File: src/rtl/lutram_pkg.sv
package lutram_pkg;

    typedef enum logic [1:0] {
        ORG_16X1 = 2'b00,
        ORG_16X2 = 2'b01,
        ORG_32X1 = 2'b10,
        ORG_RSVD = 2'b11
    } org_e;

    typedef struct packed {
        logic err;
        logic wr_ok;
        logic dual_ok;
        logic bypass;
    } mode_t;

endpackage

File: src/rtl/lutram_mode_dec.sv
module lutram_mode_dec
    import lutram_pkg::*;
(
    input  logic [1:0] org,
    input  logic       dual_en,
    input  logic       level_wr,
    output mode_t      mode
);

    logic org_bad;
    logic dual_bad;

    always_comb begin
        org_bad  = (org_e'(org) == ORG_RSVD);
        dual_bad = dual_en && ((org_e'(org) != ORG_16X1) || level_wr);
        mode.err     = org_bad || dual_bad;
        mode.wr_ok   = !mode.err;
        mode.dual_ok = dual_en && !mode.err;
        mode.bypass  = level_wr && !mode.err;
    end

endmodule

File: src/rtl/lutram_wr_ctl.sv
module lutram_wr_ctl
    import lutram_pkg::*;
#(
    parameter int LUT_AW = 4,
    parameter int NLUT   = 2
) (
    input  logic [1:0]      org,
    input  logic            we,
    input  logic            wr_ok,
    input  logic [LUT_AW:0] addr,
    input  logic [NLUT-1:0] din,
    output logic [NLUT-1:0] lut_we,
    output logic [NLUT-1:0] lut_wbit
);

    for (genvar i = 0; i < NLUT; i++) begin : g_sel
        logic picked;
        always_comb begin
            unique case (org_e'(org))
                ORG_16X1: picked = (i == 0);
                ORG_16X2: picked = 1'b1;
                ORG_32X1: picked = (addr[LUT_AW] == 1'(i));
                default:  picked = 1'b0;
            endcase
            lut_we[i]   = we && wr_ok && picked;
            lut_wbit[i] = (org_e'(org) == ORG_16X2) ? din[i] : din[0];
        end
    end

endmodule

File: src/rtl/lutram_lut.sv
module lutram_lut #(
    parameter int AW  = 4,
    parameter int NRD = 2
) (
    input  logic                   clk,
    input  logic                   rst_n,
    input  logic                   wr_en,
    input  logic [AW-1:0]          wr_addr,
    input  logic                   wr_bit,
    input  logic                   bypass_en,
    input  logic [NRD-1:0][AW-1:0] rd_addr,
    output logic [NRD-1:0]         rd_bit
);

    localparam int DEPTH = 1 << AW;

    typedef struct packed {
        logic [DEPTH-1:0] bits;
    } lut_st_t;

    lut_st_t st_d, st_q;

    always_comb begin
        st_d = st_q;
        if (wr_en) st_d.bits[wr_addr] = wr_bit;
    end

    always_ff @(posedge clk) begin
        if (!rst_n) st_q <= '0;
        else        st_q <= st_d;
    end

    for (genvar p = 0; p < NRD; p++) begin : g_rd
        always_comb begin
            if (bypass_en && wr_en && (rd_addr[p] == wr_addr))
                rd_bit[p] = wr_bit;
            else
                rd_bit[p] = st_q.bits[rd_addr[p]];
        end
    end


    edge_store_chk: assert property (@(posedge clk) disable iff (!rst_n)
        wr_en |=> (st_q.bits[$past(wr_addr)] == $past(wr_bit)));


    hold_when_idle_chk: assert property (@(posedge clk) disable iff (!rst_n)
        !wr_en |=> $stable(st_q.bits));

endmodule

File: src/rtl/lutram_cell.sv
module lutram_cell
    import lutram_pkg::*;
#(
    parameter int LUT_AW = 4
) (
    input  logic              clk,
    input  logic              rst_n,
    input  logic [1:0]        org,
    input  logic              dual_en,
    input  logic              level_wr,
    input  logic              we,
    input  logic [LUT_AW:0]   addr,
    input  logic [1:0]        din,
    output logic [1:0]        dout,
    input  logic [LUT_AW-1:0] raddr2,
    output logic              dout2,
    output logic              mode_err
);

    localparam int NLUT = 2;

    mode_t                         mode;
    logic [NLUT-1:0]               lut_we;
    logic [NLUT-1:0]               lut_wbit;
    logic [NLUT-1:0][1:0]          lut_rd;
    logic [1:0][LUT_AW-1:0]        rd_addrs;

    lutram_mode_dec u_dec (
        .org      (org),
        .dual_en  (dual_en),
        .level_wr (level_wr),
        .mode     (mode)
    );

    lutram_wr_ctl #(.LUT_AW(LUT_AW), .NLUT(NLUT)) u_wr (
        .org      (org),
        .we       (we),
        .wr_ok    (mode.wr_ok),
        .addr     (addr),
        .din      (din),
        .lut_we   (lut_we),
        .lut_wbit (lut_wbit)
    );

    assign rd_addrs[0] = addr[LUT_AW-1:0];
    assign rd_addrs[1] = raddr2;

    for (genvar i = 0; i < NLUT; i++) begin : g_lut
        lutram_lut #(.AW(LUT_AW), .NRD(2)) u_lut (
            .clk       (clk),
            .rst_n     (rst_n),
            .wr_en     (lut_we[i]),
            .wr_addr   (addr[LUT_AW-1:0]),
            .wr_bit    (lut_wbit[i]),
            .bypass_en (mode.bypass),
            .rd_addr   (rd_addrs),
            .rd_bit    (lut_rd[i])
        );
    end

    always_comb begin
        unique case (org_e'(org))
            ORG_16X1: dout = {1'b0, lut_rd[0][0]};
            ORG_16X2: dout = {lut_rd[1][0], lut_rd[0][0]};
            ORG_32X1: dout = {1'b0, addr[LUT_AW] ? lut_rd[1][0] : lut_rd[0][0]};
            default:  dout = 2'b00;
        endcase
        dout2    = mode.dual_ok ? lut_rd[0][1] : 1'b0;
        mode_err = mode.err;
    end


    no_write_on_err_chk: assert property (@(posedge clk) disable iff (!rst_n)
        mode_err |-> (lut_we == '0));


    dual_level_err_chk: assert property (@(posedge clk) disable iff (!rst_n)
        (dual_en && level_wr) |-> mode_err);


    narrow_upper_zero_chk: assert property (@(posedge clk) disable iff (!rst_n)
        (org == 2'b00) |-> (dout[1] == 1'b0));


    port2_quiet_chk: assert property (@(posedge clk) disable iff (!rst_n)
        !dual_en |-> (dout2 == 1'b0));

endmodule

File: config.mk
export PLATFORM = sky130hd
export DESIGN_NAME = lutram_cell
export DESIGN_NICKNAME = d
export VERILOG_FILES = /design/src/rtl/lutram_pkg.sv /design/src/rtl/lutram_mode_dec.sv /design/src/rtl/lutram_wr_ctl.sv /design/src/rtl/lutram_lut.sv /design/src/rtl/lutram_cell.sv
export SDC_FILE = /design/constraint.sdc
export NUM_CORES = 1
export LEC_CHECK = 0
export ABC_AREA = 0
export BUFFER_PORTS_ARGS = -buffer_cell sky130_fd_sc_hd__buf_2
export CELL_PAD_IN_SITES_DETAIL_PLACEMENT = 1
export CELL_PAD_IN_SITES_GLOBAL_PLACEMENT = 1
export CORE_MARGIN = 4
export CORE_UTILIZATION = 45
export DETAILED_ROUTE_END_ITERATION = 8
export PLACE_DENSITY = 0.79
export RECOVER_POWER = 100
export SETUP_SLACK_MARGIN = 0.05
export SYNTH_ARGS = -nofsm -noshare
export SYNTH_HDL_FRONTEND = slang
export SYNTH_SLANG_ARGS = --single-unit
export TNS_END_PERCENT = 100
File: constraint.sdc
create_clock -name clk -period 2.66 [get_ports clk]
set_input_delay 0.532 -clock clk [delete_from_list [all_inputs] [get_ports clk]]
set_output_delay 0.532 -clock clk [all_outputs]
set_load 0.03 [all_outputs]
[After elaboration in Yosys (flattened, before gate mapping)]
Index checks and enable logic that the tools add are counted.
Storage, ports and cells
  output and inout port bits: 4
  input bits: 18
  register bits after elaboration: 32
  word-level logic and storage cells: 45
Cells by class
  eq/ne operators: 4
  bitwise operators: 1
  reduce and logical (&&, ||, !) cells: 16
  multiplexer cells: 19
  magnitude comparators: 3
Operators with widths (count)
  bitwise mux 16 bit: 2
  binary-select mux 1 bit (select 4 bit): 3
  logical AND 1 bit: 10
  less-than comparator 4 x 5 -> 1 bit (second input constant): 2
  two-way mux 1 bit: 10
  one-hot mux 2 bit (3 select lines): 1
  demux 1 bit (select 4 bit): 1
  equality test 2 bit (second input constant): 2
  equality test 4 bit: 1
  >= comparator 4 x 1 -> 1 bit (second input constant): 1
  one-hot mux 1 bit (2 select lines): 2
  equality test 2 x 1 -> 1 bit (second input constant): 1
  logical NOT 2 bit: 1
  logical OR 1 bit: 2
  nonzero test 2 bit: 1
  OR reduction 2 bit: 1
  logical NOT 1 bit: 1
  NOT 1 bit: 1

[Longest topological paths before layout]
Gate-level depths: netlist of the first run.
  word-level depth: 11
  gate-level depth with buffers: 8
  mapped depth without buffers: 7

[Hierarchy]
A second synthesis of the first run with hierarchy kept.
Unflattened totals
  cells, all modules: 254
  area, all modules: 2434.8 um2
Modules (own cells, without submodules)
  lutram_lut: cells an instance 113, seq. area each 320.3 um2, area each 1118.6 um2, instances 2
  lutram_wr_ctl: cells an instance 14, seq. area each 0.0 um2, area each 115.1 um2, instances 1
  lutram_cell: cells an instance 7, seq. area each 0.0 um2, area each 42.5 um2, instances 1
  lutram_mode_dec: cells an instance 7, seq. area each 0.0 um2, area each 40.0 um2, instances 1

[Least setup slack after synthesis of the first run]
Ideal clock, no wire load.
  kind: input to output
  start point: input org[0]
  end point: output dout2
  data arrival time: 2.163 ns
  stages on the path: 5
  required time: 2.128 ns
  path slack: -0.035 ns
  buffers on the path: 0
  cell sequence: ha_1 nand4bb_1 nor4_1 nand3_1 a211oi_1
On the way
  cells in the longest elaborated chain, start to end: 11
  elaborated cells on any way between the ends: 19
  those cells by class: eq/ne (3); mux (3); reduce/logical (13)
Ends and longest elaborated chain
  start, declared: line lutram_cell.sv:8  | input logic [1:0] org,
  branches (longest 10 deep; another with equality test 2 x 1 -> 1 bit)
  two-way mux 1 bit (*): line lutram_cell.sv:68  | dout2 = mode.dual_ok ? lut_rd[0][1] : 1'b0;
  end, declared: line lutram_cell.sv:16  | output logic dout2,
Every way passes the cells marked *.

[Worst setup path in the final report of the first run]
  start point: input addr[3]
  end point: output dout[0]
On the way
  cells in the longest elaborated chain, start to end: 5
  elaborated cells on any way between the ends: 8
  those cells by class: mux (8)
Ends and longest elaborated chain
  start, declared: line lutram_cell.sv:12  | input logic [LUT_AW:0] addr,
  binary-select mux 1 bit (select 4 bit): line lutram_lut.sv:38  | rd_bit[p] = st_q.bits[rd_addr[p]];
  two-way mux 1 bit (implied by the code): line lutram_lut.sv:38
  two-way mux 1 bit: line lutram_lut.sv:35  | if (bypass_en && wr_en && (rd_addr[p] == wr_addr))
  two-way mux 1 bit: line lutram_cell.sv:65  | ORG_32X1: dout = {1'b0, addr[LUT_AW] ? lut_rd[1][0] : lut_rd[0][0]};
  one-hot mux 2 bit (3 select lines) (*): line lutram_cell.sv:62  | unique case (org_e'(org))
  end, declared: line lutram_cell.sv:14  | output logic [1:0] dout,
Mark *: on every way between the ends. The rest lies on a longest branch, timed or not. The select of a mux whose other input is x is not followed.

==> metrics, run 1 <==
share of the synthesized area in the top cell type=31.07%; depth of the CTS H-tree=2; Crit-path slowest cell=mux4_2; Min Clock Period, post-route=2.622 ns; FF-to-FF setup slack=1.95 ns; combinational family with the most area after synthesis=multiplexers; startpoint types=primary input; pin count of the biggest net entering global routing=33; number of synthesized flops with an enable pin=0; row count=24; unrepaired setup endpoints after global routing=yes; Port Buffers=21; layout cell share with drive strength beyond 1=23.27%; Worst path max stage delay=0.50 ns; post-synthesis adder-cell area fraction=2.427%; Synth async-reset ratio=0%; Unique masters post-synth=41; post-synthesis simple-gate area fraction=21.30%; worst r2r src=g_lut[1].u_lut.st_q[11]$_SDFFE_PN0P_; Met1 Routed Length=2552 um; dominant cells by area after synthesis=dfxtp_1 (31%), mux2i_1 (17%), mux4_2 (8.7%), nor2b_1 (5.8%), nand2_1 (5.3%); worst hold slack=0.4673 ns; final antenna-violating net count=0; GP Congestion=0.8315; initial antenna violation count=0; CTS Buf Count=5; Buf+Inv Stages, Crit Path=2; CP Cell Sequence=buf_12 -> mux4_2 -> mux4_2 -> nor2_2 -> nor2_2 -> a22o_1 -> buf_6; Crit path arrival time=2.09 ns; DPL Wire Length=4098 um; count of final setup violators=0; f_max=381.3 MHz; WHS Path Cells=2; Worst setup EP type=primary output; Leak=1.032 nW; sequential area share after synthesis=31.07%; max-slew violations=0; detailed-router iteration count before antenna repair=4; run status=finished, final reports clean; post-synth net total=244; core area=0.004384 mm^2; Routed WL=5693 um; global-route wire length before repair=9073 um; maxcap violations=0; Most used DFF post-synth=dfxtp_1; Worst-Skew Late Latency=0.28 ns; Compound-Gate Fraction of Synth Area=8.192%; Hold Path Origin=g_lut[1].u_lut.st_q[7]$_SDFFE_PN0P_; Clock Tree Buf Depth=2; Most flops, register=g_lut.u_lut.st_q; Syn Std Cell Area=0.002062 mm^2; Worst R2R End=g_lut[1].u_lut.st_q[11]$_SDFFE_PN0P_; Top Metal Used=met4; Synth Register Bits=32; CTS tree=done; Setup TNS=0 ns; commonest non-fill, non-tap cell in the layout=mux2i_1; clk slew on worst S/H paths=0.07 ns; drt wl/cell=19.17 um; vias in the first global route=1,728; area grow syn2layout=15.59%; Final Hold Vio Count=0; relative slew slack=53.39%; top flop regs=g_lut.u_lut.st_q (32); DRC violations left=0; max reg flops=32; Least-Margin Pin Slew=0.6978 ns; met3 wire length=345 um; YS warnings=0; Initial Utilization=47.03%; Final Skew=0 ns; grt ovf=0; Die W=75.69 um; die footprint=0.005729 mm^2; Via density=5.960; Met2 Wirelength=2717 um; Ports=22; Worst Reg2Reg Path Length in Cells=2; Required @ worst endpoint=2.13 ns; # diodes=0; commonest cells after routing, fill and taps aside=mux2i_1 (34), dfxtp_1 (32), nand2_1 (29), nor2b_1 (19), buf_2 (16); All-Layer GR Usage=21.67%; Post-Synth XOR/XNOR Area=1.699%; mux cell area share after synthesis=30.16%; critical path class=primary input to primary output; Mean Syn Cell Area=9.288 um^2; Vias=1,770; CTS sink count=32; Worst Hold Path EP=g_lut[1].u_lut.st_q[7]$_SDFFE_PN0P_; crit path max fanout=5; worst min-delay path category=register to register; period utilisation layout=98.59%; dominant cell type by area after synthesis=dfxtp_1; Die Height=75.69 um; drt initial violations=159; delay-heaviest family, CP=multiplexers; Final nets=266; total power density per cell area=433.7 mW/mm^2; root buffer cell=clkbuf_8; Max VDD drop=0.0003013 V; Syn Inst Count=222
worst max-delay path by stage:
stage	startpoint	endpoint	slack, ns	cells after the start
finish	addr[3]	dout[0]	0.04	7
global route	addr[3]	dout[0]	-0.006	7
CTS	addr[3]	dout[0]	0.005	7
detailed placement	addr[3]	dout[0]	-0.18	7
global placement	addr[3]	dout[0]	-0.10	7
floorplan	addr[3]	dout[0]	0.07	6
report_power, final:
group | internal [mW] | switching [mW] | leakage, nW
clock network | 0.210 | 0.187 | 0.0445
registers | 0.480 | 0.00116 | 0.258
logic | 0.0605 | 0.0950 | 0.730
metal layers:
| layer | track usage, % | up-vias |
|---|---|---|
| met5 | 0 | - |
| met1 | 28.79 | 873 |
| li1 | - | 839 |
| met2 | 35.47 | 50 |
| met3 | 5.013 | 8 |
| met4 | 5.825 | 0 |
cells in the mapped netlist (all sizes together), types with 2 or more instances:
library cell  count
dfxtp            32
mux4             11
nand3            13
xor2              2
clkbuf           17
and2              2
nor2             10
mux2i            34
buf               2
inv               7
nand2            29
nor2b            19
xnor2             2
nand4             4
ha                4
o41ai             2
o311ai            3
mux2              2
a21oi             5
nand2b            4
nor3              3
cell type report:
type,instances,area [um^2]
clock buffer,7,86.33
clock inverter,1,7.507
fill,510,2001
inverter,7,26.28
multi-input combinational,164,1338
sequential,32,640.6
tap,52,65.06
timing repair buffer,34,220.2
through the flow:
step	util (%)	area (um^2)	instances	worst slack [ns]	power, mW
floorplan	-	2067	222	0.06830	0.5869
detailed placement	51.26	2247	288	-0.1845	0.6385
finish	54.37	2384	297	0.03756	1.034
global placement	51.26	2247	288	-0.1003	0.6350
global route	54.37	2384	297	-0.005896	1.082
CTS	53.94	2365	297	0.005150	1.043
kinds of logic (layout without fill, tap and decap cells):
logic type | count (synthesis) | count (layout)
muxes | 47 | 47
and+or+nand+nor | 88 | 88
AOI/OAI and AO/OA | 21 | 21
adders and majority gates | 4 | 4
DFF | 32 | 32
buffers and inverters | 26 | 49
xor gates and xnor gates | 4 | 4
worst register-to-register path, delay by kind of cell (launching register included):
family | cells | cell delay [ns]
AOI/OAI and AO/OA | 2 | 0.26
DFF | 1 | 0.32
what timing repair did:
action	in CTS	in global routing
endpoints found under the hold margin	0	0
hold buffers	0	0
endpoints found under the setup margin	2	3
resized for setup	11	9
pin swaps	3	1
setup buffers	1	0
Power figures use the tool's default switching activity.
==> run 2: changes to the inputs <==
--- a/config.mk
+++ b/config.mk
@@ -12,7 +12,7 @@
 export CORE_MARGIN = 4
 export CORE_UTILIZATION = 45
 export DETAILED_ROUTE_END_ITERATION = 8
-export PLACE_DENSITY = 0.79
+export PLACE_DENSITY = 0.8
 export RECOVER_POWER = 100
 export SETUP_SLACK_MARGIN = 0.05
 export SYNTH_ARGS = -nofsm -noshare
==> run 2 against run 1 <==
Sequential cell count is the same. Power is essentially flat. Highest routed layer unchanged. Utilization grew 0.23 points. Final cell count grew 0.34%. Clock power is essentially flat. Die area is the same. Critical path type unchanged. Worst setup slack lost 0.029 ns. Via count shrank 1.5%. Wire length shrank 2.7%. Global-route usage shrank 1.0 points. Critical endpoint unchanged. Worst hold slack gained 0.0087 ns. Clock-buffer cell count is the same.
==> metrics, run 2 (same netlist as run 1, synthesis figures left out) <==
Initial Utilization=47.03% (unchanged); die footprint=0.005729 mm^2 (unchanged); post-route cell area=0.002394 mm^2 (+0.42%); Port Buffers=21 (unchanged); max reg flops=32 (unchanged); count of final setup violators=0 (unchanged); Crit-path slowest cell=mux4_2; critical path class=primary input to primary output; period utilisation layout=99.68% (+1.1 points); Most flops, register=g_lut.u_lut.st_q; area grow syn2layout=16.08%; layout cell share with drive strength beyond 1=23.58% (+0.31 points); post-placement setup slack=-0.1573 ns (+0.02724 ns); initial antenna violation count=0 (unchanged); WHS Path Cells=2 (unchanged); Required @ worst endpoint=2.13 ns (about the same); worst r2r src=g_lut[0].u_lut.st_q[0]$_SDFFE_PN0P_; CP Cell Sequence=buf_12 -> mux4_2 -> mux4_2 -> nor2_4 -> nor2_2 -> a22o_1 -> buf_6; clk slew on worst S/H paths=0.07 ns (about the same); Final Skew=0 ns (unchanged); f_max=377.2 MHz (-1.1%); non-filler cells in the finished layout=298 (+0.34%); worst hold slack=0.4760 ns (+0.008681 ns); most frequent cell on the critical path=mux4_2; cts hold-fix bufs=0 (unchanged); Via density=5.849 (-1.9%); Final Hold Vio Count=0 (unchanged); GP Congestion=0.8129 (-2.2%); Ports=22 (unchanged); Min Clock Period, post-route=2.651 ns (+0.02896 ns); setup slack after layout=0.008596 ns (-0.02896 ns); Die W=75.69 um (unchanged); Crit path arrival time=2.12 ns (+0.03 ns); Cell Area, Placed=0.002255 mm^2 (+0.33%); drt wl/cell=18.58 um (-3.0%); startpoint types=primary input; core area=0.004384 mm^2 (unchanged); commonest cells after routing, fill and taps aside=mux2i_1 (34), dfxtp_1 (31), nand2_1 (29), nor2b_1 (19), buf_2 (15); detailed-router iteration count before antenna repair=4 (unchanged); crit path max fanout=5 (unchanged); Worst setup EP type=primary output; CTS Buf Count=5 (unchanged); worst min-delay path category=register to register; DRC violations left=0 (unchanged); Final nets=267 (+0.38%); total power density per cell area=431.4 mW/mm^2 (-0.52%); Worst path max stage delay=0.52 ns (+0.02 ns); All-Layer GR Usage=20.64% (-1.0 points); delay-heaviest family, CP=multiplexers; Clock Tree Buf Depth=2 (unchanged); global-route wire length before repair=8694 um (-4.2%); FF-to-FF setup slack=1.97 ns (+0.02 ns); Worst R2R End=g_lut[0].u_lut.st_q[0]$_SDFFE_PN0P_; Routed WL=5538 um (-2.7%); relative slew slack=56.28% (+2.9 points); fillers=521 (+2.2%); Vias=1,743 (-1.5%); Max VDD drop=0.0002743 V (-9.0%); CTS sink count=32 (unchanged); max-slew violations=0 (unchanged); DPL Wire Length=3976 um (-3.0%); Worst Reg2Reg Path Length in Cells=2 (unchanged); unrepaired setup endpoints after global routing=yes; Buf+Inv Stages, Crit Path=2 (unchanged); Leak=1.036 nW (+0.38%); vias in the first global route=1,742 (+0.81%); top flop regs=g_lut.u_lut.st_q (32); depth of the CTS H-tree=2 (unchanged); commonest non-fill, non-tap cell in the layout=mux2i_1; CTS tree=done; drt initial violations=107 (-33%); final core utilization=54.59% (+0.23 points); run status=finished, final reports clean; maxcap violations=0 (unchanged); root buffer cell=clkbuf_8; Placed Instances=289 (+0.35%); Power, Total=1.033 mW (about the same); Hold Path Origin=g_lut[1].u_lut.st_q[10]$_SDFFE_PN0P_; final antenna-violating net count=0 (unchanged); Die Height=75.69 um (unchanged); pin count of the biggest net entering global routing=33 (unchanged); grt ovf=0 (unchanged); Least-Margin Pin Slew=0.6558 ns (-0.04196 ns); Worst Hold Path EP=g_lut[1].u_lut.st_q[10]$_SDFFE_PN0P_; Setup TNS=0 ns (unchanged); # diodes=0 (unchanged); row count=24 (unchanged); Worst-Skew Late Latency=0.28 ns (about the same)
[run 2: cell types whose count changed in the layout (fill, tap and decap cells not counted), sizes merged]
cell / previous run / this run
clkbuf: 11 / 13
buf: 30 / 29
[run 2: cell type report]
| class | instances | area [um^2] | area share [%] |
|---|---|---|---|
| clock buffers | 7 | 86.33 | 3.607 |
| multi-input cells | 164 | 1343 | 56.09 |
| clock inverters | 1 | 7.507 | 0.3136 |
| flip-flops and latches | 32 | 641.9 | 26.82 |
| repair buffers | 35 | 224.0 | 9.357 |
| inverters | 7 | 26.28 | 1.098 |
| well taps | 52 | 65.06 | 2.718 |
[run 2: timing repair]
action                     CTS  global route
pin swaps                    3             1
setup endpoints to repair    3             3
resized for setup           13             9
setup buffers                1             0
[run 2: power by group]
group	total (mW)	switching, mW	leakage, nW	internal (mW)
combinational	0.154	0.0930	0.733	0.0609
clock	0.397	0.187	0.0445	0.210
sequential	0.481	0.00116	0.258	0.480
[run 2: how the worst max path moves through the flow]
stage	startpoint	end	slack, ns	depth (start not counted)
3_3_place_gp	addr[3]	dout[0]	-0.10	7
3_5_place_dp	addr[3]	dout[0]	-0.16	7
5_1_grt	addr[3]	dout[0]	-0.04	7
6_report	addr[3]	dout[0]	0.009	7
4_1_cts	addr[3]	dout[0]	0.01	7
2_1_floorplan	addr[3]	dout[0]	0.07	6
[run 2: worst reg2reg max path, stage by stage (launching register included)]
cell and delay, ns:
dfxtp_1 0.33, mux2i_1 0.18, nor2b_1 0.07
[run 2: layer usage]
layer / global-route usage [%] / vias up / wire (um)
li1: - / 840 / -
met1: 27.01 / 842 / 2578
met2: 32.31 / 50 / 2532
met3: 5.277 / 11 / 327
met4: 8.738 / 0 / 99
met5: 0 / - / 0
==> run 3: changes to the inputs <==
==> constraint.sdc (replaced) <==
create_clock -name clk -period 2.66 [get_ports clk]
set_input_delay 0.532 -clock clk [delete_from_list [all_inputs] [get_ports clk]]
set_output_delay 0.532 -clock clk [all_outputs]
set_load 0.1 [all_outputs]
==> run 3 against run 2 <==
The flow now finishes with violations (negative setup slack). Register-to-register slack worse by 0.02 ns. First-iteration DRC count up 1.9%. Final cell count up 1.7%. Global-route usage up 3.5 points. Critical endpoint unchanged. Wire length up 20%. Worst hold slack worse by 0.0080 ns. Power up 17%. Worst setup slack worse by 0.077 ns. Largest power group is now the clock network. Critical path depth unchanged. Design area up 8.4%. Non-clock buffer count up 5. Highest routed layer unchanged. Combinational power up 29%.
==> metrics, run 3 (same netlist as run 1, synthesis figures left out) <==
cts hold-fix bufs=0 (unchanged); Logic pwr share=16.4% (+1.5 points); Cell Area, Placed=0.002336 mm^2 (+3.6%); Die W=75.69 um (unchanged); sequential fraction of design power=40.0% (-6.6 points); grt ovf=0 (unchanged); Via density=6.092 (+4.2%); max-slew violations=0 (unchanged); final antenna-violating net count=0 (unchanged); Leak=1.120 nW (+8.2%); DPL Wire Length=4442 um (+12%); maxcap violations=0 (unchanged); Power, Total=1.204 mW (+17%); Most flops, register=g_lut.u_lut.st_q; worst min-delay path category=register to register; max reg flops=32 (unchanged); Crit path arrival time=2.20 ns (+0.08 ns); Final nets=272 (+1.9%); Worst path max stage delay=0.50 ns (-0.02 ns); depth of the CTS H-tree=2 (unchanged); Max VDD drop=0.0003386 V (+23%); run status=complete, but fails checks; CP Cell Sequence=buf_12 -> mux4_2 -> mux4_2 -> nor2_2 -> nor2_2 -> a22o_4 -> buf_12; post-route cell area=0.002594 mm^2 (+8.4%); period utilisation layout=102.6% (+2.9 points); CTS sink count=32 (unchanged); drt initial violations=109 (+1.9%); Crit-path slowest cell=mux4_2; global-route wire length before repair=9984 um (+15%); detailed-router iteration count before antenna repair=4 (unchanged); Clock Tree Buf Depth=2 (unchanged); commonest non-fill, non-tap cell in the layout=mux2i_1; row count=24 (unchanged); Vias=1,846 (+5.9%); layout cell share with drive strength beyond 1=30.28% (+6.7 points); count of final setup violators=1 (+1); die footprint=0.005729 mm^2 (unchanged); Setup TNS=-0.06821 ns (-0.06821 ns); P_int=886.2 uW (+18%); initial antenna violation count=0 (unchanged); Routed WL=6629 um (+20%); Final Skew=0 ns (unchanged); total power density per cell area=464.0 mW/mm^2 (+7.6%); Ports=22 (unchanged); crit path max fanout=5 (unchanged); Worst setup EP type=primary output; Required @ worst endpoint=2.13 ns (about the same); GP Congestion=0.8504 (+4.6%); Min Clock Period, post-route=2.728 ns (+0.07681 ns); non-filler cells in the finished layout=303 (+1.7%); drt wl/cell=21.88 um (+18%); # diodes=0 (unchanged); unrepaired setup endpoints after global routing=yes; pin count of the biggest net entering global routing=33 (unchanged); f_max=366.5 MHz (-2.8%); Switching Share=26.37% (-0.86 points); commonest cells after routing, fill and taps aside=mux2i_1 (34), dfxtp_1 (31), nand2_1 (29), nor2b_1 (19), buf_4 (17); area grow syn2layout=25.79%; Worst-Skew Late Latency=0.29 ns (about the same); Least-Margin Pin Slew=0.7511 ns (+0.09526 ns); DRC violations left=0 (unchanged); Placed Instances=293 (+1.4%); failing checks=negative setup slack; Die Height=75.69 um (unchanged); NetSw=317.4 uW (+13%); CTS Buf Count=5 (unchanged); relative slew slack=49.93% (-6.4 points); critical path class=primary input to primary output; clk slew on worst S/H paths=0.07 ns (about the same); Port Buffers=21 (unchanged); vias in the first global route=1,935 (+11%); startpoint types=primary input; All-Layer GR Usage=24.17% (+3.5 points); root buffer cell=clkbuf_8; CTS tree=done; Clock power frac=43.6% (+5.1 points); worst hold slack=0.4679 ns (-0.008023 ns); core area=0.004384 mm^2 (unchanged); Final Hold Vio Count=0 (unchanged); top flop regs=g_lut.u_lut.st_q (32); setup slack after layout=-0.06821 ns (-0.07681 ns); Initial Utilization=47.03% (unchanged)
run 3: changes by cell type in the layout (fill, tap and decap cells not counted), moves of 2 or more:
cell / before / now
clkbuf_1: 6 / 3
buf_12: 1 / 4
buf_4: 11 / 17
ha_4: 0 / 3
ha_1: 3 / 1
run 3: cell type report:
| class | instances | area [um^2] |
|---|---|---|
| flip-flops and latches | 32 | 641.9 |
| well taps | 52 | 65.06 |
| repair buffers | 40 | 305.3 |
| fillers | 490 | 1790 |
| inverters | 7 | 26.28 |
| clock inverters | 1 | 30.03 |
| multi-input cells | 164 | 1429 |
| clock buffers | 7 | 96.34 |
run 3: critical path, delay by kind of cell:
family	cells	cell delay, ns
AOI/OAI and AO/OA	1	0.22
buffers and inverters	2	0.25
muxes	2	1.00
and+or+nand+nor	2	0.18
run 3: layer usage:
layer,vias up,share of wire (%),global-route usage (%)
li1,849,-,-
met1,908,42,28.89
met2,74,49,39.69
met3,15,7.3,5.937
met4,0,1.7,13.40
met5,-,0,0
run 3: path summary, 6_finish.rpt:
path	startpoint	endpoint	slack, ns	cells after the start
max	addr[3]	dout[0]	-0.07	7
min reg2reg	g_lut[1].u_lut.st_q[5]$_SDFFE_PN0P_	g_lut[1].u_lut.st_q[5]$_SDFFE_PN0P_	0.47	2
max reg2reg	g_lut[0].u_lut.st_q[11]$_SDFFE_PN0P_	g_lut[0].u_lut.st_q[11]$_SDFFE_PN0P_	1.95	2
min	g_lut[1].u_lut.st_q[5]$_SDFFE_PN0P_	g_lut[1].u_lut.st_q[5]$_SDFFE_PN0P_	0.47	2
run 3: what timing repair did:
item / 4_1_cts / 5_1_grt
pin swaps: 5 / 6
gates resized for setup: 28 / 6
setup endpoints to repair: 3 / 3
endpoints found under the hold margin: 0 / 0
buffers inserted: 0 / 2
run 3: power groups by stage:
stage          Sequential (mW)  Clock, mW  Combinational, mW
3_3_place_gp             0.492          0              0.171
2_1_floorplan            0.492          0              0.115
5_1_grt                  0.481      0.547              0.209
4_1_cts                  0.481      0.535              0.194
3_5_place_dp             0.492          0              0.174
6_report                 0.481      0.524              0.198
run 3: stage by stage:
stage	worst slack [ns]	util [%]
5_1_grt	-0.1063	59.16
2_1_floorplan	-0.1260	-
3_3_place_gp	-0.2234	53.28
6_report	-0.06821	59.16
4_1_cts	-0.06289	58.93
3_5_place_dp	-0.2961	53.28
